File: config.mk
export PLATFORM = sky130hd
export DESIGN_NAME = sdram_refresh_sched
export DESIGN_NICKNAME = d
export VERILOG_FILES = /design/src/rtl/rfsh_pkg.sv /design/src/rtl/rfsh_interval_timer.sv /design/src/rtl/rfsh_wait_counter.sv /design/src/rtl/sdram_refresh_sched.sv
export SDC_FILE = /design/constraint.sdc
export NUM_CORES = 1
export LEC_CHECK = 0
export ABC_AREA = 1
export BUFFER_PORTS_ARGS = -buffer_cell sky130_fd_sc_hd__buf_2
export CORE_AREA = 2 2 54 107
export CTS_CLUSTER_SIZE = 24
export DETAILED_ROUTE_END_ITERATION = 10
export DIE_AREA = 0 0 56 109
export PLACE_DENSITY = 0.43
export SYNTH_ARGS = -nofsm -noshare
export SYNTH_HDL_FRONTEND = slang
export SYNTH_SLANG_ARGS = --single-unit
File: constraint.sdc
create_clock -name clk -period 3.39 [get_ports clk]
set_clock_uncertainty 0.05 [all_clocks]
set_input_delay 0.5085 -clock clk [delete_from_list [all_inputs] [get_ports clk]]
set_output_delay 0.5085 -clock clk [all_outputs]
set_load 0.1 [all_outputs]
File: src/rtl/rfsh_pkg.sv
package rfsh_pkg;

  typedef enum logic [2:0] {
    ST_IDLE,
    ST_PRE_ALL,
    ST_WAIT_RP,
    ST_AREF,
    ST_WAIT_RFC,
    ST_SELF,
    ST_EXIT
  } rfsh_state_e;

  // Bits needed to hold values 0..maxv
  function automatic int unsigned cnt_width(int unsigned maxv);
    return (maxv < 2) ? 1 : $clog2(maxv + 1);
  endfunction

  function automatic int unsigned max4(int unsigned a, int unsigned b,
                                       int unsigned c, int unsigned d);
    int unsigned m;
    m = a;
    if (b > m) m = b;
    if (c > m) m = c;
    if (d > m) m = d;
    return m;
  endfunction

  // Owed-refresh update: add a tick, remove a served one, clamp at cap
  function automatic int unsigned next_owed(int unsigned cur, logic add,
                                            logic sub, int unsigned cap);
    int unsigned v;
    v = cur + (add ? 1 : 0);
    if (sub && v != 0) v = v - 1;
    return (v > cap) ? cap : v;
  endfunction

endpackage

File: src/rtl/rfsh_interval_timer.sv
module rfsh_interval_timer
  import rfsh_pkg::*;
#(
  parameter int unsigned REFI_CYC = 1562,
  parameter int unsigned MAX_PEND = 8,
  parameter int unsigned PW       = 4
) (
  input  logic          clk,
  input  logic          rst_n,
  input  logic          hold,
  input  logic          take,
  output logic          tick,
  output logic [PW-1:0] owed
);
  localparam int unsigned TW = cnt_width(REFI_CYC);

  logic [TW-1:0] tmr_q;

  assign tick = !hold && (tmr_q == '0);

  always_ff @(posedge clk or negedge rst_n) begin
    if (!rst_n) begin
      tmr_q <= TW'(REFI_CYC - 1);
      owed  <= '0;
    end else if (hold) begin
      tmr_q <= TW'(REFI_CYC - 1);
      owed  <= '0;
    end else begin
      tmr_q <= tick ? TW'(REFI_CYC - 1) : tmr_q - 1'b1;
      owed  <= PW'(next_owed(int'(owed), tick, take, MAX_PEND));
    end
  end
endmodule

File: src/rtl/rfsh_wait_counter.sv
module rfsh_wait_counter #(
  parameter int unsigned CW = 4
) (
  input  logic          clk,
  input  logic          rst_n,
  input  logic          load,
  input  logic [CW-1:0] load_val,
  output logic          zero
);
  logic [CW-1:0] cnt_q;

  assign zero = (cnt_q == '0);

  always_ff @(posedge clk or negedge rst_n) begin
    if (!rst_n)     cnt_q <= '0;
    else if (load)  cnt_q <= load_val;
    else if (!zero) cnt_q <= cnt_q - 1'b1;
  end
endmodule

File: src/rtl/sdram_refresh_sched.sv
module sdram_refresh_sched
  import rfsh_pkg::*;
#(
  parameter int unsigned REFI_CYC = 1562,
  parameter int unsigned TRP_CYC  = 2,
  parameter int unsigned TRFC_CYC = 7,
  parameter int unsigned TRAS_CYC = 5,
  parameter int unsigned TXSR_CYC = 8,
  parameter int unsigned MAX_PEND = 8
) (
  input  logic clk,
  input  logic rst_n,
  input  logic banks_idle,
  input  logic lp_req,
  input  logic grant,
  output logic pre_all_req,
  output logic aref_req,
  output logic cke,
  output logic busy
);
  localparam int unsigned WMAX = max4(TRP_CYC, TRFC_CYC, TRAS_CYC, TXSR_CYC);
  localparam int unsigned CW   = cnt_width(WMAX);
  localparam int unsigned PW   = cnt_width(MAX_PEND);
  localparam logic [CW-1:0] LD_RP   = CW'(TRP_CYC - 1);
  localparam logic [CW-1:0] LD_RFC  = CW'(TRFC_CYC - 1);
  localparam logic [CW-1:0] LD_RAS  = CW'(TRAS_CYC - 1);
  localparam logic [CW-1:0] LD_XSR  = CW'(TXSR_CYC - 1);

  rfsh_state_e   st_q, st_d;
  logic          to_self_q, to_self_d;
  logic          wait_ld, wait_zero, take, tick, timer_hold;
  logic [CW-1:0] wait_val;
  logic [PW-1:0] owed;

  assign timer_hold = (st_q == ST_SELF) || (st_q == ST_EXIT);

  rfsh_interval_timer #(
    .REFI_CYC(REFI_CYC), .MAX_PEND(MAX_PEND), .PW(PW)
  ) i_timer (
    .clk(clk), .rst_n(rst_n), .hold(timer_hold), .take(take),
    .tick(tick), .owed(owed)
  );

  rfsh_wait_counter #(.CW(CW)) i_wait (
    .clk(clk), .rst_n(rst_n), .load(wait_ld), .load_val(wait_val),
    .zero(wait_zero)
  );

  always_comb begin
    st_d      = st_q;
    to_self_d = to_self_q;
    wait_ld   = 1'b0;
    wait_val  = '0;
    take      = 1'b0;
    unique case (st_q)
      ST_IDLE: begin
        if (owed != '0) begin
          to_self_d = 1'b0;
          st_d      = banks_idle ? ST_AREF : ST_PRE_ALL;
        end else if (lp_req) begin
          to_self_d = 1'b1;
          st_d      = banks_idle ? ST_AREF : ST_PRE_ALL;
        end
      end
      ST_PRE_ALL: if (grant) begin
        st_d = ST_WAIT_RP; wait_ld = 1'b1; wait_val = LD_RP;
      end
      ST_WAIT_RP: if (wait_zero) st_d = ST_AREF;
      ST_AREF: if (grant) begin
        wait_ld = 1'b1;
        if (to_self_q) begin
          st_d = ST_SELF; wait_val = LD_RAS;
        end else begin
          st_d = ST_WAIT_RFC; wait_val = LD_RFC; take = 1'b1;
        end
      end
      ST_WAIT_RFC: if (wait_zero) st_d = ST_IDLE;
      ST_SELF: if (wait_zero && !lp_req) begin
        st_d = ST_EXIT; wait_ld = 1'b1; wait_val = LD_XSR;
      end
      ST_EXIT: if (wait_zero) st_d = ST_IDLE;
      default: st_d = ST_IDLE;
    endcase
  end

  always_ff @(posedge clk or negedge rst_n) begin
    if (!rst_n) begin
      st_q      <= ST_IDLE;
      to_self_q <= 1'b0;
    end else begin
      st_q      <= st_d;
      to_self_q <= to_self_d;
    end
  end

  assign pre_all_req = (st_q == ST_PRE_ALL);
  assign aref_req    = (st_q == ST_AREF);
  assign cke         = !((st_q == ST_SELF) || (st_q == ST_AREF && to_self_q));
  assign busy        = (st_q != ST_IDLE);
endmodule

==> results of run 1 <==
worst max-delay path, stage by stage (launching register included):
cell and delay (ns):
dfrtp_1 0.43, inv_1 0.15, nor2_1 0.10, o21ai_2 0.25, inv_2 0.09, nor4_4 0.17
ha_1 0.24, ha_1 0.15, inv_1 0.07, ha_1 0.23, and3_1 0.17, ha_1 0.26
nand3b_1 0.09, a21oi_2 0.15, nand2_1 0.08, nand2_1 0.06, inv_1 0.04
kinds of logic after synthesis:
family | synth area share, %
and+or+nand+nor | 33.5
DFF | 38.0
buffers and inverters | 5.71
AOI/OAI and AO/OA | 8.16
xor gates and xnor gates | 7.35
adders and majority gates | 7.35
final timing paths:
path / startpoint / endpoint / slack, ns / depth (start not counted)
setup / recovery: st_q[1] / i_timer.owed[3] / 0.51 / 16
max in group asynchronous: rst_n / i_timer.tmr_q[3] / 2.77 / 1
hold reg to reg: i_timer.tmr_q[0] / i_timer.tmr_q[0] / 0.41 / 1
setup reg to reg: st_q[1] / i_timer.owed[3] / 0.51 / 16
hold / removal: rst_n / i_wait.cnt_q[1] / 0.15 / 1
min in group clk: i_timer.tmr_q[0] / i_timer.tmr_q[0] / 0.41 / 1
power breakdown:
| part | internal (mW) | total [mW] | switching (mW) |
|---|---|---|---|
| Combinational | 0.346 | 1.02 | 0.677 |
| Sequential | 0.417 | 0.541 | 0.124 |
| Clock | 0.0820 | 0.172 | 0.0902 |
flip-flops by register name (all words and copies together) (netlist names):
name and flops:
st_q 3, i_timer.tmr_q 11, i_timer.owed 4, i_wait.cnt_q 4, to_self_q 1
per-stage QoR:
stage / utilization, % / setup slack (ns) / power, mW / cells / hold slack, ns
final: 31.8 / 0.505 / 1.74 / 259 / 0.153
after global routing: 31.8 / 0.180 / 1.91 / 259 / 0.197
after CTS: 31.8 / 0.473 / 1.76 / 259 / 0.179
after detailed placement: 30.9 / 0.485 / 1.58 / 255 / 0.390
after global placement: 30.9 / 0.517 / 1.59 / 255 / 0.388
after floorplan: - / 0.739 / 1.38 / 187 / 0.163
per-layer routing:
layer	part of all wire, %	global-route usage [%]
met4	2.6	6.29
met1	46	12.8
met2	49	18.6
met5	0	0
met3	1.8	1.30
placed cells by master (no fill, tap or decap), types with 2 or more instances in the layout:
cell	synthesis	final
a21oi_1	5	5
dfrtp_1	18	18
nor2_1	33	33
buf_2	0	8
inv_2	3	3
ha_1	9	9
o21ai_0	5	5
nor3_1	3	3
nand3b_1	3	3
dfstp_2	5	5
nand4_1	3	3
nand2_4	2	2
inv_1	18	18
clkbuf_8	0	3
nand3_1	11	11
nand2_2	3	3
or2_2	2	2
xnor2_1	6	6
o21ai_2	2	2
nand2_1	33	33
xor2_1	5	5
o21ai_1	2	2
final cells by class:
cell class	instances	area share, %
multi-input cells	142	51.0
flip-flops and latches	23	34.3
inverters	22	5.17
well taps	60	4.43
clock buffers	3	2.44
repair buffers	8	2.36
clock inverters	1	0.295
==> flow_summary.toml, run 1 <==
[synth]
ys_seq_elements = 23
synthesis.nets = 201
syn-instance-count = 187
synth_flop_cell = "dfrtp_1"
netlist.area_leader.share_pct = 29.4
yosysSeqAreaShare_pct = 38.0
ys_async_sr_fraction_pct = 100
synth_area_leaders = "dfrtp_1 (29%), dfstp_2 (8.6%), nand2_1 (8.1%)"
yosys.area.top_type = "dfrtp_1"
syn_avg_cell_area_um2 = 8.20
yosys_warnings = 0
syn-cell-area_um2 = 1530
yosys-top-cells-count = "nand2_1 (33), nor2_1 (33), dfrtp_1 (18), inv_1 (18), nand3_1 (11)"
ys_types = 36
synth_edf_count = 0

[grt]
grt_start_max_net_pins = 24
overflow = 0
grt_pass1_wl_um = 5360
grt_pass1_vias = 1280
grt_use_total_pct = 10.8
grt_antenna_before_repair = 0

[cts]
clk-insertion-delay-late_ns = 0.26
htreeDepth = 1
ctsRootBufferMaster = "clkbuf_8"
numCtsBuffers = 3
cts_tree = "built"
clk_pin_slew_ns = 0.09
cts_buffer_depth = 2
cts.sinks = 23
ctsHoldBuffers = 0
cts_resized = 0
postCtsSetupBuffers = 0

[final_layout]
drive_gt1_share_pct = 18.6
fillerInstances = 576
nets = 214
antennaDiodeCount = 0
multi_input_area_um2 = 863
register_area_um2 = 582
area_growth_pct = 10.5
stdcell_area_um2 = 1690

[die]
die_width_um = 56
die_area_um2 = 6100
core_um2 = 5330
start_util_pct = 28.8
ioPinCount = 9
num_rows = 38
die_y_um = 109

[sta]
maxSlewHeadroom_pct = 66.3
fin_tns_setup_ns = 0
fin_crit_ns = 2.88
hold_viol_final = 0
maxSlewViolCount = 0
worst_pin_slew_ns = 0.506
rsz0062_at_grt = "false"
max_freq_mhz = 347
finalSetupViolCount = 0
fin_crit_sh_pct = 85.1

[pwr]
ir_worst_vdd_mv = 0.603
power.leakage_nw = 0.826
power.density_nw_per_um2 = 1030

[placement]
io_buffer_count = 8
dpl-instance-area_um2 = 1650
gp_congestion = 0.865
hpwl_um = 2420

[setup_path]
crit_type = "register to register"
cp-end-kind = "register"
worstPathArrival_ns = 3.00
start_kind = "register"
worst_ep_required_time_ns = 3.51
path_max_fanout = 5

[route]
detail_route.iter0.violations = 17
drcViolationCount = 0
viasPerCell = 4.59
wl_um = 2940
wl_per_cell_um = 11.4
dr.pass1.iters = 4
vias = 1188
ant_nets = 0

[flow_run]
drv_cap = 0

[run_status]
status = "complete, no violations"

[worst_hold_path]
min_path_type = "input port to async pin"
No activity file was read; power rests on OpenSTA's default activity.
==> run 2: changes to the inputs <==
--- a/config.mk
+++ b/config.mk
@@ -7,11 +7,13 @@
 export LEC_CHECK = 0
 export ABC_AREA = 1
 export BUFFER_PORTS_ARGS = -buffer_cell sky130_fd_sc_hd__buf_2
+export CELL_PAD_IN_SITES_DETAIL_PLACEMENT = 1
+export CELL_PAD_IN_SITES_GLOBAL_PLACEMENT = 1
 export CORE_AREA = 2 2 54 107
 export CTS_CLUSTER_SIZE = 24
 export DETAILED_ROUTE_END_ITERATION = 10
 export DIE_AREA = 0 0 56 109
-export PLACE_DENSITY = 0.43
+export PLACE_DENSITY = 0.53
 export SYNTH_ARGS = -nofsm -noshare
 export SYNTH_HDL_FRONTEND = slang
 export SYNTH_SLANG_ARGS = --single-unit
==> flow_summary.toml, run 2 (same netlist as run 1, synthesis figures left out) <==
[run_status]
status = "complete, no violations"

[sta]
maxSlewHeadroom_pct = 64.0
fin_crit_ns = 2.93
maxSlewViolCount = 0
fin_crit_sh_pct = 86.5
hold_viol_final = 0
finalSetupViolCount = 0
whs_ns = 0.165
fin_tns_setup_ns = 0
max_freq_mhz = 341
rsz0062_at_grt = "false"
worst_pin_slew_ns = 0.541

[cts]
numCtsBuffers = 3
cts_buffer_depth = 2
postCtsSetupBuffers = 0
ctsHoldBuffers = 0
cts_tree = "built"
clk-insertion-delay-late_ns = 0.26
clk_pin_slew_ns = 0.09
cts_resized = 0
htreeDepth = 1
ctsRootBufferMaster = "clkbuf_8"
cts.sinks = 23

[route]
detail_route.iter0.violations = 19
drcViolationCount = 0
dr.pass1.iters = 3
vias = 1226
wl_per_cell_um = 13.6
ant_nets = 0
viasPerCell = 4.73
wl_um = 3520

[placement]
dpl-instance-area_um2 = 1650
dp.cells = 255
gp_congestion = 0.851
io_buffer_count = 8
hpwl_um = 2880

[final_layout]
stdcell_area_um2 = 1690
nets = 214
drive_gt1_share_pct = 18.6
antennaDiodeCount = 0
top_register = "i_timer.tmr_q"
instances_no_fill = 259
layout_common_cells = "nor2_1 (33), nand2_1 (33), inv_1 (18), dfrtp_1 (18), nand3_1 (11)"
largest_register_ffs = 11
area_growth_pct = 10.5
reg_top3 = "i_timer.tmr_q (11), i_timer.owed (4), i_wait.cnt_q (4)"

[setup_path]
worstPathArrival_ns = 3.05
r2r_cells = 16
worst_ep_required_time_ns = 3.51
crit_type = "register to register"
critical_path.startpoint = "st_q[1]"
regToRegEndpoint = "i_timer.owed[3]"
cp-end-kind = "register"
r2r-start = "st_q[1]"
path_max_fanout = 5
start_kind = "register"
rrSetupSlack_ns = 0.46

[die]
core_um2 = 5330
die_y_um = 109
num_rows = 38
die_width_um = 56
die_area_um2 = 6100
ioPinCount = 9
start_util_pct = 28.8

[grt]
overflow = 0
grt_use_total_pct = 13.2
grt_pass1_vias = 1362
grt_start_max_net_pins = 24
grt_pass1_wl_um = 6370
grt_antenna_before_repair = 0

[pwr]
power.density_nw_per_um2 = 1040
power_mw = 1.76
ir_worst_vdd_mv = 0.591
power.leakage_nw = 0.826

[flow_run]
drv_cap = 0

[worst_hold_path]
min_path_type = "input port to async pin"
-- run 2: cell counts in the layout (fill, tap and decap cells not counted) --
No cell type changed its count.
-- run 2: worst max-delay path by stage --
stage                                  to
final                     i_timer.owed[3]
after detailed placement  i_timer.owed[3]
after CTS                 i_timer.owed[3]
after floorplan           i_timer.owed[3]
after global placement    i_timer.owed[1]
after global routing      i_timer.owed[0]
-- run 2: through the flow --
stage,setup slack (ns),util (%)
floorplan,0.739,-
global placement,0.491,30.9
detailed placement,0.445,30.9
CTS,0.425,31.8
global route,0.142,31.8
finish,0.458,31.8
-- run 2: report_power, final --
group	leakage (nW)	internal (mW)	switching (mW)
registers	0.281	0.417	0.127
logic	0.519	0.348	0.693
clock network	0.0255	0.0821	0.0926
total	0.826	0.847	0.913
-- run 2: area by class of cell --
| cell class | instances | area (um^2) |
|---|---|---|
| Sequential cell | 23 | 582 |
| Multi-Input combinational cell | 142 | 863 |
| Fill cell | 652 | 3630 |
| Inverter | 22 | 87.6 |
| Timing Repair Buffer | 8 | 40.0 |
| Tap cell | 60 | 75.1 |
| Clock inverter | 1 | 5.00 |
| Clock buffer | 3 | 41.3 |
-- run 2: worst max-delay path, cell delays in order, from the launching register on --
cell and delay [ns]:
dfrtp_1 0.43, inv_1 0.14, nor2_1 0.10, o21ai_2 0.24, inv_2 0.09, nor4_4 0.18
ha_1 0.24, ha_1 0.15, inv_1 0.07, ha_1 0.23, and3_1 0.18, ha_1 0.27
nand3b_1 0.09, a21oi_2 0.17, nand2_1 0.09, nand2_1 0.06, inv_1 0.04
-- run 2: metal layers --
layer | vias to the layer above | track usage [%] | part of all wire [%]
li1 | 636 | - | -
met5 | - | 0 | 0
met3 | 4 | 1.66 | 1.1
met2 | 6 | 22.9 | 52
met1 | 580 | 16.2 | 45
met4 | 0 | 5.95 | 1.9
==> run 3: changes to the inputs <==
--- a/config.mk
+++ b/config.mk
@@ -9,11 +9,11 @@
 export BUFFER_PORTS_ARGS = -buffer_cell sky130_fd_sc_hd__buf_2
 export CELL_PAD_IN_SITES_DETAIL_PLACEMENT = 1
 export CELL_PAD_IN_SITES_GLOBAL_PLACEMENT = 1
-export CORE_AREA = 2 2 54 107
+export CORE_AREA = 2 2 72 80
 export CTS_CLUSTER_SIZE = 24
 export DETAILED_ROUTE_END_ITERATION = 10
-export DIE_AREA = 0 0 56 109
-export PLACE_DENSITY = 0.53
+export DIE_AREA = 0 0 74 82
+export PLACE_DENSITY = 0.54
 export SYNTH_ARGS = -nofsm -noshare
 export SYNTH_HDL_FRONTEND = slang
 export SYNTH_SLANG_ARGS = --single-unit
==> flow_summary.toml, run 3 (same netlist as run 1, synthesis figures left out) <==
[run_status]
status = "complete, no violations"

[cts]
ctsHoldBuffers = 0
clk_pin_slew_ns = 0.08
cts_resized = 0
numCtsBuffers = 3
htreeDepth = 1
cts_buffer_depth = 2
clk-insertion-delay-late_ns = 0.26
cts.sinks = 23
postCtsSetupBuffers = 0
cts_tree = "built"
ctsRootBufferMaster = "clkbuf_8"

[route]
vias = 1252
wl_per_cell_um = 12.4
dr.pass1.iters = 4
wl_um = 3410
viasPerCell = 4.57
drcViolationCount = 0
detail_route.iter0.violations = 26
ant_nets = 0

[setup_path]
max_stage_delay_ns = 0.44
worst_ep_required_time_ns = 3.51
cp_slowest_cell = "dfrtp_1"
path_max_fanout = 5
start_kind = "register"
worstPathArrival_ns = 3.05
path_cells = "inv_1 > nor2_1 > o21ai_2 > inv_2 > nor4_4 > ha_1 > ha_1 > inv_1 > ha_1 > and3_1 > ha_1 > nand3b_1 > a21oi_2 > nand2_1 > nand2_1 > inv_1"
cp-end-kind = "register"
crit_top_cell = "ha_1"
crit_type = "register to register"

[sta]
fin_tns_setup_ns = 0
fin_crit_sh_pct = 86.6
maxSlewViolCount = 0
hold_viol_final = 0
maxSlewHeadroom_pct = 63.6
finalSetupViolCount = 0
rsz0062_at_grt = "false"
max_freq_mhz = 341
fin_crit_ns = 2.94
worst_pin_slew_ns = 0.546
fin_ws_ns = 0.454

[die]
die_area_um2 = 6070
die_width_um = 74
die_y_um = 82
start_util_pct = 29.0
core_um2 = 5290
num_rows = 28
ioPinCount = 9

[pwr]
seqPwrFrac_pct = 31.1
power.density_nw_per_um2 = 1030
internal_power_mw = 0.850
p_sw_share_pct = 51.8
p_sw_mw = 0.914
comb_power_share_pct = 59.0
ir_worst_vdd_mv = 0.367
clkPwrFrac_pct = 9.9
power.leakage_nw = 0.824

[final_layout]
area_growth_pct = 11.7
layout_common_cells = "nor2_1 (33), nand2_1 (33), inv_1 (18), dfrtp_1 (18), nand3_1 (11)"
drive_gt1_share_pct = 18.1
nets = 214
largest_register_ffs = 11
top_register = "i_timer.tmr_q"
antennaDiodeCount = 0
reg_top3 = "i_timer.tmr_q (11), i_timer.owed (4), i_wait.cnt_q (4)"

[placement]
post-place-ws_ns = 0.458
gp_congestion = 0.839
io_buffer_count = 8
hpwl_um = 2720

[worst_hold_path]
min_path_type = "input port to async pin"

[grt]
grt_use_total_pct = 12.9
grt_pass1_vias = 1357
grt_pass1_wl_um = 6130
grt_antenna_before_repair = 0
grt_start_max_net_pins = 24
overflow = 0

[flow_run]
drv_cap = 0
## run 3: changes by cell type in the layout (fill, tap and decap cells not counted), sizes merged
cell    previous run  this run
clkbuf             3         4
clkinv             2         1
## run 3: cell type report
class	instances	area, um^2
well taps	75	93.8
flip-flops and latches	23	582
clock buffers	4	45.0
multi-input cells	142	863
repair buffers	8	40.0
fillers	647	3580
inverters	22	87.6
## run 3: worst paths after layout
kind / startpoint / endpoint / slack [ns] / depth (start not counted)
hold reg to reg: i_timer.tmr_q[0] / i_timer.tmr_q[0] / 0.41 / 1
setup reg to reg: st_q[1] / i_timer.owed[3] / 0.45 / 16
setup / recovery: st_q[1] / i_timer.owed[3] / 0.45 / 16
max in group asynchronous: rst_n / i_timer.tmr_q[10] / 2.75 / 1
hold / removal: rst_n / st_q[1] / 0.17 / 1
min in group clk: i_timer.tmr_q[0] / i_timer.tmr_q[0] / 0.41 / 1
## run 3: stage by stage
stage               hold WS (ns)  power, mW  std cells  area (um^2)  utilization, %
floorplan                  0.163       1.38        187         1530               -
global placement           0.389       1.58        270         1670            31.5
detailed placement         0.395       1.61        270         1670            31.5
CTS                        0.176       1.79        274         1710            32.4
global route               0.189       1.96        274         1710            32.4
finish                     0.168       1.76        274         1710            32.4
## run 3: power by group through the flow
stage | clock network, mW | registers (mW) | logic [mW]
6_report | 0.174 | 0.549 | 1.04
5_1_grt | 0.196 | 0.572 | 1.19
3_3_place_gp | 0 | 0.549 | 1.03
4_1_cts | 0.186 | 0.552 | 1.05
3_5_place_dp | 0 | 0.556 | 1.05
2_1_floorplan | 0 | 0.520 | 0.863
## run 3: per-layer routing
metal	wire length [um]	up-vias	global-route usage, %
met4	17	0	2.36
met5	0	-	0
li1	-	629	-
met3	79	2	2.94
met2	1710	8	23.6
met1	1600	613	15.5
## run 3: critical path, delay by kind of cell (launching register included)
kind            cells  cell delay (ns)
simple gates        6             0.68
fa+ha+maj           4             0.91
flops               1             0.44
compound gates      2             0.40
buf+inv             4             0.36
